[config.mk]
export PLATFORM = sky130hd
export DESIGN_NAME = i2c_byte_master
export DESIGN_NICKNAME = d
export VERILOG_FILES = /design/src/rtl/i2cm_pkg.sv /design/src/rtl/i2cm_sync.sv /design/src/rtl/i2cm_phase_timer.sv /design/src/rtl/i2cm_bit_engine.sv /design/src/rtl/i2c_byte_master.sv
export SDC_FILE = /design/constraint.sdc
export NUM_CORES = 1
export LEC_CHECK = 0
export BUFFER_PORTS_ARGS = -buffer_cell sky130_fd_sc_hd__clkbuf_2
export CAP_MARGIN = 0
export CORE_MARGIN = 2
export CORE_UTILIZATION = 45
export DETAILED_ROUTE_END_ITERATION = 16
export PLACE_DENSITY = 0.62
export SLEW_MARGIN = 15
export SYNTH_ARGS = -nofsm -noshare
export SYNTH_HDL_FRONTEND = slang
export SYNTH_HIERARCHICAL = 1
export SYNTH_SLANG_ARGS = --single-unit
[constraint.sdc]
create_clock -name clk -period 5.6 [get_ports clk]
set_input_delay 0.56 -clock clk [delete_from_list [all_inputs] [get_ports clk]]
set_output_delay 0.56 -clock clk [all_outputs]
set_load 0.05 [all_outputs]
[src/rtl/i2cm_pkg.sv]
package i2cm_pkg;
  localparam int DIV_W = 4;
  localparam int SYNC_STAGES = 2;

  localparam logic [1:0] SEL_CTRL = 2'd0;
  localparam logic [1:0] SEL_STAT = 2'd1;
  localparam logic [1:0] SEL_DATA = 2'd2;
  localparam logic [1:0] SEL_OWN  = 2'd3;

  localparam logic [1:0] MODE_MRX = 2'b10;

  typedef enum logic [3:0] {
    PH_IDLE, PH_STA1, PH_STA2, PH_LO, PH_HI, PH_HOLD,
    PH_RS1, PH_RS2, PH_SP1, PH_SP2, PH_SP3
  } phase_e;

  typedef enum logic [1:0] {CMD_NONE, CMD_RESTART, CMD_STOP} cmd_e;
endpackage

[src/rtl/i2cm_sync.sv]
module i2cm_sync #(
  parameter int STAGES = 2
) (
  input  logic clk,
  input  logic rst_n,
  input  logic d,
  output logic q
);
  logic [STAGES-1:0] ff;

  // Idle bus level is high, so the chain resets to ones.
  always_ff @(posedge clk or negedge rst_n) begin
    if (!rst_n) ff <= '1;
    else        ff <= {ff[STAGES-2:0], d};
  end

  assign q = ff[STAGES-1];
endmodule

[src/rtl/i2cm_phase_timer.sv]
module i2cm_phase_timer #(
  parameter int PRE_LO = 16,
  parameter int PRE_HI = 512,
  parameter int DIV_W  = 4
) (
  input  logic             clk,
  input  logic             rst_n,
  input  logic             run,
  input  logic             pre_sel,
  input  logic [DIV_W-1:0] div,
  output logic             tick
);
  localparam int MAX_HALF = (PRE_HI / 2) * (1 << DIV_W);
  localparam int CW = $clog2(MAX_HALF + 1);

  logic [CW-1:0] cnt;
  logic [CW-1:0] half;

  // One bus phase is half an SCL period.
  assign half = (pre_sel ? CW'(PRE_HI / 2) : CW'(PRE_LO / 2)) * (CW'(div) + CW'(1));
  assign tick = run && (cnt == half - CW'(1));

  always_ff @(posedge clk or negedge rst_n) begin
    if (!rst_n)           cnt <= '0;
    else if (!run || tick) cnt <= '0;
    else                  cnt <= cnt + CW'(1);
  end
endmodule

[src/rtl/i2cm_bit_engine.sv]
module i2cm_bit_engine
  import i2cm_pkg::*;
(
  input  logic       clk,
  input  logic       rst_n,
  input  logic       tick,
  input  logic       start_go,
  input  logic       req_restart,
  input  logic       req_stop,
  input  logic       clr_pend,
  input  logic       data_wr,
  input  logic [7:0] data_in,
  input  logic       mode_rx,
  input  logic       ack_en,
  input  logic       scl_s,
  input  logic       sda_s,
  output logic       run,
  output logic       busy,
  output logic       pending,
  output logic       nack,
  output logic [7:0] shreg,
  output logic       scl_oe,
  output logic       sda_oe
);
  phase_e     ph;
  cmd_e       cmd;
  logic [3:0] bidx;
  logic       addr_byte;
  logic       is_tx;

  // The byte after a START is always the address and is always sent.
  assign is_tx = addr_byte || !mode_rx;
  assign busy  = (ph != PH_IDLE);
  // A high phase waits until the line is really seen high.
  assign run   = busy && (ph != PH_HOLD) && !((ph == PH_HI) && !scl_s);

  always_ff @(posedge clk or negedge rst_n) begin
    if (!rst_n) begin
      ph        <= PH_IDLE;
      cmd       <= CMD_NONE;
      bidx      <= '0;
      addr_byte <= 1'b0;
      pending   <= 1'b0;
      nack      <= 1'b0;
      shreg     <= '0;
      scl_oe    <= 1'b0;
      sda_oe    <= 1'b0;
    end else begin
      if (data_wr)          shreg <= data_in;
      if (clr_pend)         pending <= 1'b0;
      if (req_restart)      cmd <= CMD_RESTART;
      else if (req_stop)    cmd <= CMD_STOP;

      case (ph)
        PH_IDLE: begin
          scl_oe <= 1'b0;
          sda_oe <= 1'b0;
          if (start_go) begin
            ph        <= PH_STA1;
            sda_oe    <= 1'b1;
            addr_byte <= 1'b1;
            cmd       <= CMD_NONE;
          end
        end
        PH_STA1: if (tick) begin
          ph     <= PH_STA2;
          scl_oe <= 1'b1;
        end
        PH_STA2: if (tick) begin
          ph     <= PH_LO;
          bidx   <= '0;
          sda_oe <= is_tx ? ~shreg[7] : 1'b0;
        end
        PH_LO: if (tick) begin
          ph     <= PH_HI;
          scl_oe <= 1'b0;
        end
        PH_HI: if (tick) begin
          scl_oe <= 1'b1;
          if (bidx == 4'd8) begin
            nack      <= sda_s;
            pending   <= 1'b1;
            addr_byte <= 1'b0;
            ph        <= PH_HOLD;
          end else begin
            shreg <= {shreg[6:0], sda_s};
            bidx  <= bidx + 4'd1;
            ph    <= PH_LO;
            if (bidx == 4'd7) sda_oe <= is_tx ? 1'b0 : ack_en;
            else              sda_oe <= is_tx ? ~shreg[6] : 1'b0;
          end
        end
        PH_HOLD: begin
          scl_oe <= 1'b1;
          if (!pending) begin
            cmd <= CMD_NONE;
            case (cmd)
              CMD_RESTART: begin
                ph     <= PH_RS1;
                sda_oe <= 1'b0;
              end
              CMD_STOP: begin
                ph     <= PH_SP1;
                sda_oe <= 1'b1;
              end
              default: begin
                ph     <= PH_LO;
                bidx   <= '0;
                sda_oe <= is_tx ? ~shreg[7] : 1'b0;
              end
            endcase
          end
        end
        PH_RS1: if (tick) begin
          ph     <= PH_RS2;
          scl_oe <= 1'b0;
        end
        PH_RS2: if (tick) begin
          ph        <= PH_STA1;
          sda_oe    <= 1'b1;
          addr_byte <= 1'b1;
        end
        PH_SP1: if (tick) begin
          ph     <= PH_SP2;
          scl_oe <= 1'b0;
        end
        PH_SP2: if (tick) begin
          ph     <= PH_SP3;
          sda_oe <= 1'b0;
        end
        PH_SP3: if (tick) ph <= PH_IDLE;
        default: ph <= PH_IDLE;
      endcase
    end
  end
endmodule

[src/rtl/i2c_byte_master.sv]
module i2c_byte_master
  import i2cm_pkg::*;
#(
  parameter int PRE_LO = 16,
  parameter int PRE_HI = 512
) (
  input  logic       clk,
  input  logic       rst_n,
  input  logic       reg_wr,
  input  logic [1:0] reg_sel,
  input  logic [7:0] reg_wdata,
  output logic [7:0] ctrl_rd,
  output logic [7:0] stat_rd,
  output logic [7:0] data_rd,
  output logic [7:0] own_addr_rd,
  output logic       irq,
  output logic       scl_oe,
  output logic       sda_oe,
  input  logic       scl_i,
  input  logic       sda_i
);
  logic             ack_en, pre_sel, irq_en, txrx_en;
  logic [DIV_W-1:0] div;
  logic [1:0]       mode;
  logic [7:0]       own_addr;
  logic             busy, pending, nack, run, tick;
  logic             wr_ctrl, wr_stat, wr_data, wr_own;
  logic             start_go, req_restart, req_stop, clr_pend;
  logic [1:0]       line_raw, line_s;
  logic [7:0]       shreg;

  assign wr_ctrl = reg_wr && (reg_sel == SEL_CTRL);
  assign wr_stat = reg_wr && (reg_sel == SEL_STAT);
  assign wr_data = reg_wr && (reg_sel == SEL_DATA);
  assign wr_own  = reg_wr && (reg_sel == SEL_OWN);

  assign clr_pend    = wr_ctrl && !reg_wdata[4];
  assign start_go    = wr_stat && reg_wdata[5] && reg_wdata[4] && !busy;
  assign req_restart = wr_stat && reg_wdata[5] && reg_wdata[4] && busy;
  assign req_stop    = wr_stat && !reg_wdata[5] && busy;

  always_ff @(posedge clk or negedge rst_n) begin
    if (!rst_n) begin
      ack_en   <= 1'b0;
      pre_sel  <= 1'b0;
      irq_en   <= 1'b0;
      div      <= '0;
      mode     <= '0;
      txrx_en  <= 1'b0;
      own_addr <= '0;
    end else begin
      if (wr_ctrl) begin
        ack_en  <= reg_wdata[7];
        pre_sel <= reg_wdata[6];
        irq_en  <= reg_wdata[5];
        div     <= reg_wdata[DIV_W-1:0];
      end
      if (wr_stat) begin
        mode    <= reg_wdata[7:6];
        txrx_en <= reg_wdata[4];
      end
      if (wr_own) own_addr <= reg_wdata;
    end
  end

  // Index 1 carries SCL, index 0 carries SDA.
  assign line_raw = {scl_i, sda_i};
  for (genvar g = 0; g < 2; g++) begin : g_sync
    i2cm_sync #(.STAGES(SYNC_STAGES)) u_sync (
      .clk(clk), .rst_n(rst_n), .d(line_raw[g]), .q(line_s[g])
    );
  end

  i2cm_phase_timer #(.PRE_LO(PRE_LO), .PRE_HI(PRE_HI), .DIV_W(DIV_W)) u_timer (
    .clk(clk), .rst_n(rst_n), .run(run), .pre_sel(pre_sel), .div(div), .tick(tick)
  );

  i2cm_bit_engine u_engine (
    .clk(clk), .rst_n(rst_n), .tick(tick), .start_go(start_go),
    .req_restart(req_restart), .req_stop(req_stop), .clr_pend(clr_pend),
    .data_wr(wr_data), .data_in(reg_wdata), .mode_rx(mode == MODE_MRX),
    .ack_en(ack_en), .scl_s(line_s[1]), .sda_s(line_s[0]),
    .run(run), .busy(busy), .pending(pending), .nack(nack), .shreg(shreg),
    .scl_oe(scl_oe), .sda_oe(sda_oe)
  );

  assign ctrl_rd     = {ack_en, pre_sel, irq_en, pending, div};
  assign stat_rd     = {mode, busy, txrx_en, 3'b000, nack};
  assign data_rd     = shreg;
  assign own_addr_rd = own_addr;
  assign irq         = pending && irq_en;
endmodule

==> results by group, run 1 <==
Outcome
  – Outcome: completed

Die
  – Core Footprint: 0.00822 mm²
  – IO Pins: 50
  – Chip width: 96.0 µm
  – Core Rows: 33
  – Die Y: 96.0 µm
  – Starting Density: 46.4%
  – Die ar.: 0.00922 mm²

Drt
  – DRT iter0 DRCs: 231
  – Via density: 5.58
  – # DRC: 0
  – Top layer used by detailed routing: met4
  – Remaining antenna violation count after routing: 0
  – DRT Pass-1 Iters: 4
  – Met3 WL: 436 µm
  – Vias: 3,031
  – Drt total wl: 8690 µm
  – Met1 WL: 4250 µm
  – Wire per inst: 16.0 µm
  – Met2 wire length: 3860 µm

Clocking
  – CTS tree: yes
  – Clock sinks: 58
  – CTS buffer count: 9
  – Longest Clk Path Bufs: 2
  – H-tree levels: 3
  – Post-CTS Repair Setup Buffers: 0
  – Clock Latency Late Sink: 340 ps
  – # hold bufs at CTS: 0
  – CTS resizes: 0
  – Clk slew on worst S/H paths: 70 ps
  – Root buffer cell: clkbuf_8

Worst setup path
  – Worst Path Arrival: 5090 ps
  – R2R depth: 20
  – CP Data Required Time: 5880 ps
  – CP Launch Point: div[0]
  – CP Class: reg -> reg
  – Worst R2R Start: div[0]
  – Worst setup EP type: register
  – CP Max Fanout: 15
  – Setup crit start kind: register
  – Reg-to-reg slack, setup: 790 ps
  – Reg2Reg Capture Point: u_engine/bidx[3]

Synth
  – Synth async-reset ratio: 100%
  – Yosys cell types: 67
  – Seq/Total Area, Yosys: 38.2%
  – Post-synth top flop: dfrtp_1
  – Register bit total from synthesis: 58
  – Post-synthesis mux area share: 9.13%
  – Synth Warn #: 6
  – Compound-cell area share of the yosys netlist: 15.0%
  – Syn Inst Count: 395
  – Largest family of logic cells by synthesized area: simple AND/OR/NAND/NOR gates
  – EDFF count, synth: 0
  – Post-Synth Simple-Gate Area: 17.5%
  – Xor and xnor fraction of the mapped netlist area: 5.91%
  – Syn avg cell area: 9.65 µm²
  – Synthesized area: 0.00381 mm²
  – Adder-cell share of the synthesized area: 7.42%

Timing
  – Min Tclk post-route: 4810 ps
  – RSZ-0062 raised after global routing: no
  – Peak Freq: 208 MHz
  – Setup violators final: 0
  – Worst clock skew: 7.59 ps
  – Final Hold Fails: 0
  – Final worst-path cycle share: 86.0%
  – Worst setup margin: 787 ps
  – Worst hold slack: 299 ps
  – Max-slew headroom: 50.4%
  – Worst-Margin Slew: 744 ps
  – Max Transition Viols Final: 0
  – Final setup TNS: 0 ps

Hold path
  – Hold Path Depth: 1
  – Sink of the worst hold path: g_sync[0].u_sync/ff[0]
  – Min-delay src: sda_i
  – Worst hold path type: in -> reg

Finish
  – Number of nets in the layout: 470
  – Share of cells above drive strength 1: 24.4%
  – Area grow syn2layout: 11.8%
  – N_diodes: 0

Global route
  – Vias in the first global route: 2,940
  – Antenna violations before repair: 0
  – Gr ovfl total: 0
  – First-pass GRT wire length: 15,000 µm
  – All-Layer GR Usage: 21.1%
  – Largest net degree at the start of global routing: 59

Power
  – Max VDD drop: 203 µV
  – Pwr Density: 364 mW/mm²
  – Leak: 1.87 nW

Place
  – Post-DP HPWL: 6220 µm
  – Routability congestion estimate: 0.862
  – Number of buffers added on ports: 46
  – Pre-CTS setup slack: 775 ps

Run
  – MaxCap Viol Count: 0
-- power by group --
group          switching (mW)  internal (mW)  leakage (nW)
Combinational           0.409          0.229          1.07
Clock                   0.178          0.227         0.105
Sequential             0.0412          0.463         0.698
Total                   0.629          0.920          1.87
-- sequential cells by signal (all words and copies together), names as in the netlist --
register / count
u_timer/cnt: 13
own_addr_rd: 8
u_engine/shreg: 8
div: 4
g_sync.u_sync/ff: 4
u_engine/bidx: 4
u_engine/ph: 4
mode: 2
u_engine/cmd: 2
ack_en: 1
irq_en: 1
pre_sel: 1
txrx_en: 1
u_engine/addr_byte: 1
u_engine/nack: 1
u_engine/pending: 1
u_engine/scl_oe: 1
u_engine/sda_oe: 1
-- cell families after synthesis --
| kind of cell | count (synthesis) |
|---|---|
| adders and majority gates | 22 |
| xor gates and xnor gates | 24 |
| AOI/OAI and AO/OA | 83 |
| buffers and inverters | 52 |
| muxes | 32 |
| other | 1 |
| and+or+nand+nor | 123 |
| DFF | 58 |
-- area by class of cell --
type	instances	area, µm²
clock buffer	11	151
clock inverter	5	52.6
fill	773	3960
inverter	27	101
multi-input combinational	287	2110
sequential	58	1460
tap	105	131
timing repair buffer	50	260
-- routing by layer --
metal | up-vias | global-route usage, %
met1 | 1446 | 31.2
met3 | 13 | 4.15
met2 | 90 | 31.0
met4 | 0 | 7.02
li1 | 1482 | -
met5 | - | 0
-- worst max-delay path, stage by stage (launching register included) --
cell and delay [ps]:
dfrtp_1 460, ha_1 280, xor2_1 190, nand2_1 100
ha_1 300, ha_1 160, inv_1 50, fa_1 490
xor2_1 150, nand3_1 90, nor4_1 260, and4b_1 220
buf_4 180, and4_1 210, buf_4 200, nor2_1 80
and3_1 240, a2111oi_2 360, o21ai_2 150, or4_1 490
nand3_1 90
-- synth_stat cells (all sizes together) (2+ instances only) --
cell type  instances  share of area, %
dfrtp             54                35
nor2              29               2.9
inv               27               2.7
nand2             23               2.3
mux2              22               6.5
o21ai             22               3.0
a21oi             21               3.1
ha                21               6.9
nand3             20               2.9
buf               15               3.1
xnor2             15               3.4
a311oi            12               2.9
nor3              11               1.6
clkbuf            10              0.99
mux2i             10               2.6
xor2               8               1.8
nor2b              5              0.82
nor4               5              0.99
a31oi              4              0.66
dfstp              4               2.8
nand2b             4              0.66
a211oi             3              0.59
and3               3              0.49
and3b              3              0.69
nand3b             3              0.59
nor3b              3              0.89
or2                3              0.49
a21o               2              0.39
a221oi             2              0.62
a22oi              2              0.39
and4               2              0.46
nand4              2              0.33
o21a               2              0.39
o22ai              2              0.33
-- how the worst max path moves through the flow --
stage                            end  slack (ps)
floorplan           u_engine/bidx[3]        1040
global placement    u_engine/bidx[3]         960
detailed placement  u_engine/bidx[3]         770
CTS                 u_engine/bidx[3]         760
global route        u_engine/bidx[3]         420
finish              u_engine/bidx[3]         790
-- stage by stage --
stage          instance area [µm²]  power (mW)  util [%]  std cells
3_3_place_gp                  4060        1.13      49.4        527
5_1_grt                       4260        1.64      51.8        543
2_1_floorplan                 3820        1.03         -        397
6_report                      4260        1.55      51.8        543
3_5_place_dp                  4060        1.14      49.4        527
4_1_cts                       4260        1.56      51.8        543
-- cell usage in the layout (no fill, tap or decap), types with 3 or more instances in the layout --
master     n
a211oi_1   3
a21oi_1   20
a311oi_1  11
a31oi_1    4
and3_1     3
and3b_1    3
buf_4      4
clkbuf_2  46
clkbuf_8  11
clkinv_2   3
conb_1     3
dfrtp_1   54
dfstp_2    4
ha_1      21
inv_1     26
mux2_2    21
mux2i_1   10
nand2_1   23
nand2b_1   4
nand3_1   18
nand3b_1   3
nor2_1    29
nor2b_1    5
nor3_1    10
nor4_1     4
o21ai_0   21
or2_2      3
xnor2_1   15
xor2_1     8
Power figures use the tool's default switching activity.
==> inputs of run 2 (changes only) <==
CORE_MARGIN = 1   (was 2)
RECOVER_POWER = 100   (was unset)
SKIP_CTS_REPAIR_TIMING = 1   (was unset)
==> run 2 against run 1 <==
  * The run now ends with capacitance limit, slew limit left
  * Combinational power is 1% lower
  * Setup slack worse by 140 ps
  * Core utilization is 0.58 points lower
  * Power is 1.9% higher
  * Non-clock buffer count stayed put
  * Sequential share of layout area is 0.39 points higher
  * Sequential power hardly changed
  * Count of clock-buffer cells in the layout is 1 lower
  * Hold slack better by 5.7 ps
  * Clock power is 9.4% higher
==> results by group, run 2 (synthesized netlist as in run 1, its figures left out) <==
Outcome
  – Outcome: finished with violations
  – Violations in the final reports: capacitance limit, slew limit

Timing
  – Worst-Margin Slew: 3060 ps (+2310 ps)
  – Max-slew headroom: -104% (-150 points)
  – Final worst-path cycle share: 88.5% (+2.5 points)
  – Setup violators final: 0 (unchanged)
  – RSZ-0062 raised after global routing: no
  – Final setup TNS: 0 ps (unchanged)
  – Peak Freq: 202 MHz (-2.8%)
  – Worst clock skew: 13.1 ps (+5.51 ps)
  – Min Tclk post-route: 4950 ps (+140 ps)
  – Max Transition Viols Final: 59 (+59)
  – Final Hold Fails: 0 (unchanged)
  – Worst hold slack: 304 ps (+5.73 ps)

Die
  – Starting Density: 46.4% (unchanged)
  – IO Pins: 50 (unchanged)
  – Die Y: 94.0 µm (-2.1%)
  – Chip width: 94.0 µm (-2.1%)
  – Core Rows: 33 (unchanged)
  – Die ar.: 0.00884 mm² (-4.1%)
  – Core Footprint: 0.00822 mm² (unchanged)

Worst setup path
  – CP Class: reg -> reg
  – Worst setup EP type: register
  – CP Launch Point: div[0]
  – Delay-heaviest family, CP: simple AND/OR/NAND/NOR gates
  – Crit path buffers/inverters: 3 (unchanged)
  – CP max-delay cell: or4_1
  – Worst Path Arrival: 5230 ps (+140 ps)
  – Crit path depth: 20 (unchanged)
  – CP max stage delay: 520 ps (+30 ps)
  – R2R depth: 20 (unchanged)
  – Setup crit start kind: register
  – CP Data Required Time: 5880 ps (about the same)
  – CP Max Fanout: 15 (unchanged)
  – CP most frequent cell: ha_1
  – Worst R2R Start: div[0]
  – Critical-path cell list: ha_1, xor2_1, nand2_1, ha_1, ha_1, inv_1, fa_1, xor2_1, nand3_1, nor4_1, and4b_1, buf_4, and4_1, buf_4, nor2_1, and3_1, a2111oi_2, o21ai_0, or4_1, nand3_1

Drt
  – Vias: 3,035 (+0.13%)
  – # DRC: 0 (unchanged)
  – DRT iter0 DRCs: 190 (-18%)
  – Via density: 5.59 (+0.13%)
  – Drt total wl: 8520 µm (-1.9%)
  – Wire per inst: 15.7 µm (-1.9%)
  – Remaining antenna violation count after routing: 0 (unchanged)
  – DRT Pass-1 Iters: 5 (+1)

Global route
  – Antenna violations before repair: 0 (unchanged)
  – Vias in the first global route: 2,846 (-3.2%)
  – Gr ovfl total: 0 (unchanged)
  – Largest net degree at the start of global routing: 59 (unchanged)
  – All-Layer GR Usage: 21.2% (+0.057 points)
  – First-pass GRT wire length: 14,500 µm (-3.7%)

Finish
  – Area taken by multi-input logic gates: 0.00208 mm² (-1.2%)
  – Most frequent cells in the layout: dfrtp_1, clkbuf_1, nor2_1
  – N_diodes: 0 (unchanged)
  – Layout fillers: 770 (-0.39%)
  – Area grow syn2layout: 10.5%
  – Number of nets in the layout: 470 (unchanged)
  – Most common cell after layout, fill and taps aside: dfrtp_1
  – Register area: 0.00146 mm² (unchanged)
  – Max reg flops: 13 (unchanged)
  – Biggest register: u_timer/cnt
  – Share of cells above drive strength 1: 15.5% (-8.9 points)

Clocking
  – Clock sinks: 58 (unchanged)
  – Clk slew on worst S/H paths: 80 ps (about the same)
  – CTS tree: yes
  – Longest Clk Path Bufs: 2 (unchanged)
  – H-tree levels: 3 (unchanged)
  – Root buffer cell: clkbuf_8
  – Clock Latency Late Sink: 340 ps (about the same)
  – CTS buffer count: 9 (unchanged)

Place
  – Number of buffers added on ports: 46 (unchanged)
  – Routability congestion estimate: 0.865 (+0.38%)
  – Post-DP HPWL: 6140 µm (-1.2%)

Run
  – MaxCap Viol Count: 1 (+1)

Power
  – Leak: 1.77 nW (-5.5%)
  – Max VDD drop: 187 µV (-8.1%)
  – Pwr Density: 375 mW/mm² (+3.0%)

Hold path
  – Min-delay src: sda_i
  – Worst hold path type: in -> reg
  – Hold Path Depth: 1 (unchanged)
## run 2: cell types whose count changed in the layout (fill, tap and decap cells not counted), moves of 2 or more
cell / before / now
clkbuf_1: 0 / 34
clkbuf_2: 46 / 13
nand3_1: 18 / 20
nand3_2: 2 / 0
clkinv_2: 3 / 1
## run 2: area by class of cell
type	count	area share, %
Sequential cell	58	34.6
Multi-Input combinational cell	287	49.4
Timing Repair Buffer	50	5.11
Clock buffer	10	3.27
Tap cell	105	3.12
Clock inverter	6	2.11
Inverter	27	2.41
## run 2: metal layers
| metal | up-vias | global-route usage (%) | share of wire (%) |
|---|---|---|---|
| li1 | 1488 | - | - |
| met1 | 1459 | 30.8 | 50 |
| met2 | 82 | 31.5 | 45 |
| met3 | 6 | 4.94 | 4.6 |
| met4 | 0 | 5.64 | 0.68 |
| met5 | - | 0 | 0 |
## run 2: final timing paths
kind	end	slack (ps)
max	u_engine/bidx[3]	650
min	g_sync[0].u_sync/ff[0]	300
max reg2reg	u_engine/bidx[3]	650
min reg2reg	g_sync[0].u_sync/ff[1]	360
max in group asynchronous	u_engine/shreg[3]	2550
min in group asynchronous	u_engine/ph[3]	1320
## run 2: metrics by stage
stage | worst slack, ps | instances | power (mW) | utilization, % | instance area (µm²)
global route | 210 | 543 | 1.67 | 51.3 | 4210
detailed placement | 793 | 527 | 1.15 | 49.4 | 4060
CTS | 745 | 543 | 1.60 | 52.1 | 4280
global placement | 948 | 527 | 1.13 | 49.4 | 4060
finish | 647 | 543 | 1.58 | 51.3 | 4210
floorplan | 1040 | 397 | 1.03 | - | 3820
## run 2: report_power, final
group          internal [mW]  leakage (nW)  switching (mW)
Combinational          0.220         0.959           0.410
Sequential             0.463         0.698          0.0415
Clock                  0.263         0.109           0.180
==> inputs of run 3 (changes only) <==
clock period = 5.3 ns   (was 5.6 ns; I/O delays follow)
==> run 3 against run 2 <==
  * The flow still finishes with violations (capacitance limit, slew limit)
  * Sequential share of layout area grew 0.31 points
  * First-iteration DRC count up 35%
  * Via count grew 0.69%
  * Cell count did not move
  * Sequential power increased by 5.6%
  * Non-clock buffer count did not move
  * Maximum frequency increased by 4.9%
==> results by group, run 3 (synthesized netlist as in run 1, its figures left out) <==
Clocking
  – Clock Latency Late Sink: 340 ps (about the same)
  – Longest Clk Path Bufs: 2 (unchanged)
  – Clock sinks: 58 (unchanged)
  – Clk slew on worst S/H paths: 70 ps (about the same)
  – CTS tree: yes
  – H-tree levels: 3 (unchanged)
  – Root buffer cell: clkbuf_8
  – CTS buffer count: 9 (unchanged)

Drt
  – Wire per inst: 15.5 µm (-1.3%)
  – DRT Pass-1 Iters: 5 (unchanged)
  – Vias: 3,056 (+0.69%)
  – DRT iter0 DRCs: 257 (+35%)
  – Via density: 5.63 (+0.69%)
  – Drt total wl: 8410 µm (-1.3%)
  – # DRC: 0 (unchanged)
  – Remaining antenna violation count after routing: 0 (unchanged)

Power
  – Seq pwr share: 33.7% (+1.7 points)
  – Switching pwr: 0.644 mW (+2.0%)
  – Clock power share: 25.2% (-2.9 points)
  – Leak: 1.76 nW (-0.46%)
  – Int Power: 0.935 mW (-1.2%)
  – Pwr Density: 378 mW/mm² (+1.0%)
  – Max VDD drop: 223 µV (+19%)
  – Total power: 1.58 mW (+0.10%)
  – Sw Ratio: 40.8% (+0.77 points)
  – Comb power frac: 41.1% (+1.1 points)

Global route
  – All-Layer GR Usage: 21.0% (-0.13 points)
  – Antenna violations before repair: 0 (unchanged)
  – Largest net degree at the start of global routing: 59 (unchanged)
  – Vias in the first global route: 2,840 (-0.21%)
  – First-pass GRT wire length: 14,300 µm (-1.4%)
  – Gr ovfl total: 0 (unchanged)

Outcome
  – Outcome: finished with violations
  – Violations in the final reports: capacitance limit, slew limit

Die
  – Die ar.: 0.00884 mm² (unchanged)
  – Chip width: 94.0 µm (unchanged)
  – Starting Density: 46.4% (unchanged)
  – Core Rows: 33 (unchanged)
  – Die Y: 94.0 µm (unchanged)
  – Core Footprint: 0.00822 mm² (unchanged)
  – IO Pins: 50 (unchanged)

Finish
  – Share of cells above drive strength 1: 15.1% (-0.46 points)
  – Number of nets in the layout: 470 (unchanged)
  – Biggest register: u_timer/cnt
  – Final Instance Count excl. Fillers: 543 (unchanged)
  – Most frequent cells in the layout: dfrtp_1, clkbuf_1, nor2_1
  – Most common cell after layout, fill and taps aside: dfrtp_1
  – Area grow syn2layout: 9.56%
  – Max reg flops: 13 (unchanged)
  – Final core occ: 50.8% (-0.46 points)
  – N_diodes: 0 (unchanged)

Worst setup path
  – CP Data Required Time: 5580 ps (-300 ps)
  – Worst Path Arrival: 5000 ps (-230 ps)
  – CP Max Fanout: 13 (-2)
  – Worst setup EP type: register
  – CP most frequent cell: nand3_1
  – CP max stage delay: 610 ps (+90 ps)
  – Critical-path cell list: nand3_1, xor2_1, or2_2, inv_1, ha_1, ha_1, nand3_1, nand2_1, a221oi_1, xnor3_1, and4_1, nor2_1, and3_1, a2111oi_2, o21ai_2, or4_1, nand3_1
  – CP max-delay cell: xnor3_1
  – CP Class: reg -> reg
  – Setup crit start kind: register

Timing
  – Final Hold Fails: 0 (unchanged)
  – Final worst-path cycle share: 89.1% (+0.64 points)
  – Worst-Margin Slew: 3080 ps (+20.1 ps)
  – Max-slew headroom: -105% (-1.3 points)
  – Min Tclk post-route: 4720 ps (-232 ps)
  – Worst hold slack: 273 ps (-31.3 ps)
  – RSZ-0062 raised after global routing: no
  – Final setup TNS: 0 ps (unchanged)
  – Peak Freq: 212 MHz (+4.9%)
  – Worst clock skew: 9.84 ps (-3.27 ps)
  – Setup violators final: 0 (unchanged)
  – Max Transition Viols Final: 59 (unchanged)

Place
  – Number of buffers added on ports: 46 (unchanged)
  – Routability congestion estimate: 0.811 (-6.2%)
  – DP Cell Count: 527 (unchanged)
  – Post-DP HPWL: 6130 µm (-0.23%)

Hold path
  – Worst hold path type: in -> reg

Run
  – MaxCap Viol Count: 1 (unchanged)
==> run 3: changes by cell type in the layout (fill, tap and decap cells not counted), sizes merged <==
cell | previous run | this run
clkinvlp | 2 | 0
clkinv | 1 | 2
clkbuf | 57 | 61
bufinv | 2 | 0
inv | 28 | 27
==> run 3: critical path, delay by kind of cell, from the launching register on <==
family	cells	cell delay (ps)
XOR/XNOR	2	770
AO/OA/AOI/OAI	3	830
buffers and inverters	1	60
flip-flops	1	460
adder cells (fa/ha/maj)	2	610
AND/OR/NAND/NOR	9	1920
==> run 3: area by class of cell <==
cell class	count	area, µm²
fill	782	4040
multi-input combinational	287	2080
sequential	58	1460
timing repair buffer	50	215
clock buffer	14	183
tap	105	131
inverter	27	101
clock inverter	2	10.0
==> run 3: metal layers <==
metal / wire (µm) / share of wire, % / global-route usage (%)
met1: 4070 / 48 / 30.8
met5: 0 / 0 / 0
met2: 3610 / 43 / 30.2
met4: 217 / 2.6 / 8.46
met3: 507 / 6.0 / 4.13
==> run 3: path summary, 6_finish.rpt <==
check,start,end,slack (ps),depth (start not counted)
setup / recovery,div[0],u_engine/bidx[3],580,17
hold / removal,sda_i,g_sync[0].u_sync/ff[0],270,1
setup reg to reg,div[0],u_engine/bidx[3],580,17
hold reg to reg,g_sync[0].u_sync/ff[0],g_sync[0].u_sync/ff[1],360,0
max in group asynchronous,rst_n,own_addr_rd[7],2260,2
min in group asynchronous,rst_n,u_engine/ph[3],1280,2
==> run 3: stage by stage <==
step / cell area, µm² / setup slack, ps
floorplan: 3820 / 737
global placement: 4060 / 814
detailed placement: 4060 / 634
CTS: 4250 / 641
global route: 4170 / 208
finish: 4170 / 578
==> run 3: power groups by stage <==
stage               logic [mW]  clock network, mW  registers (mW)
global route             0.707              0.431           0.540
global placement         0.657                  0           0.539
detailed placement       0.665                  0           0.541
finish                   0.649              0.398           0.532
CTS                      0.669              0.405           0.533
floorplan                0.446                  0           0.644
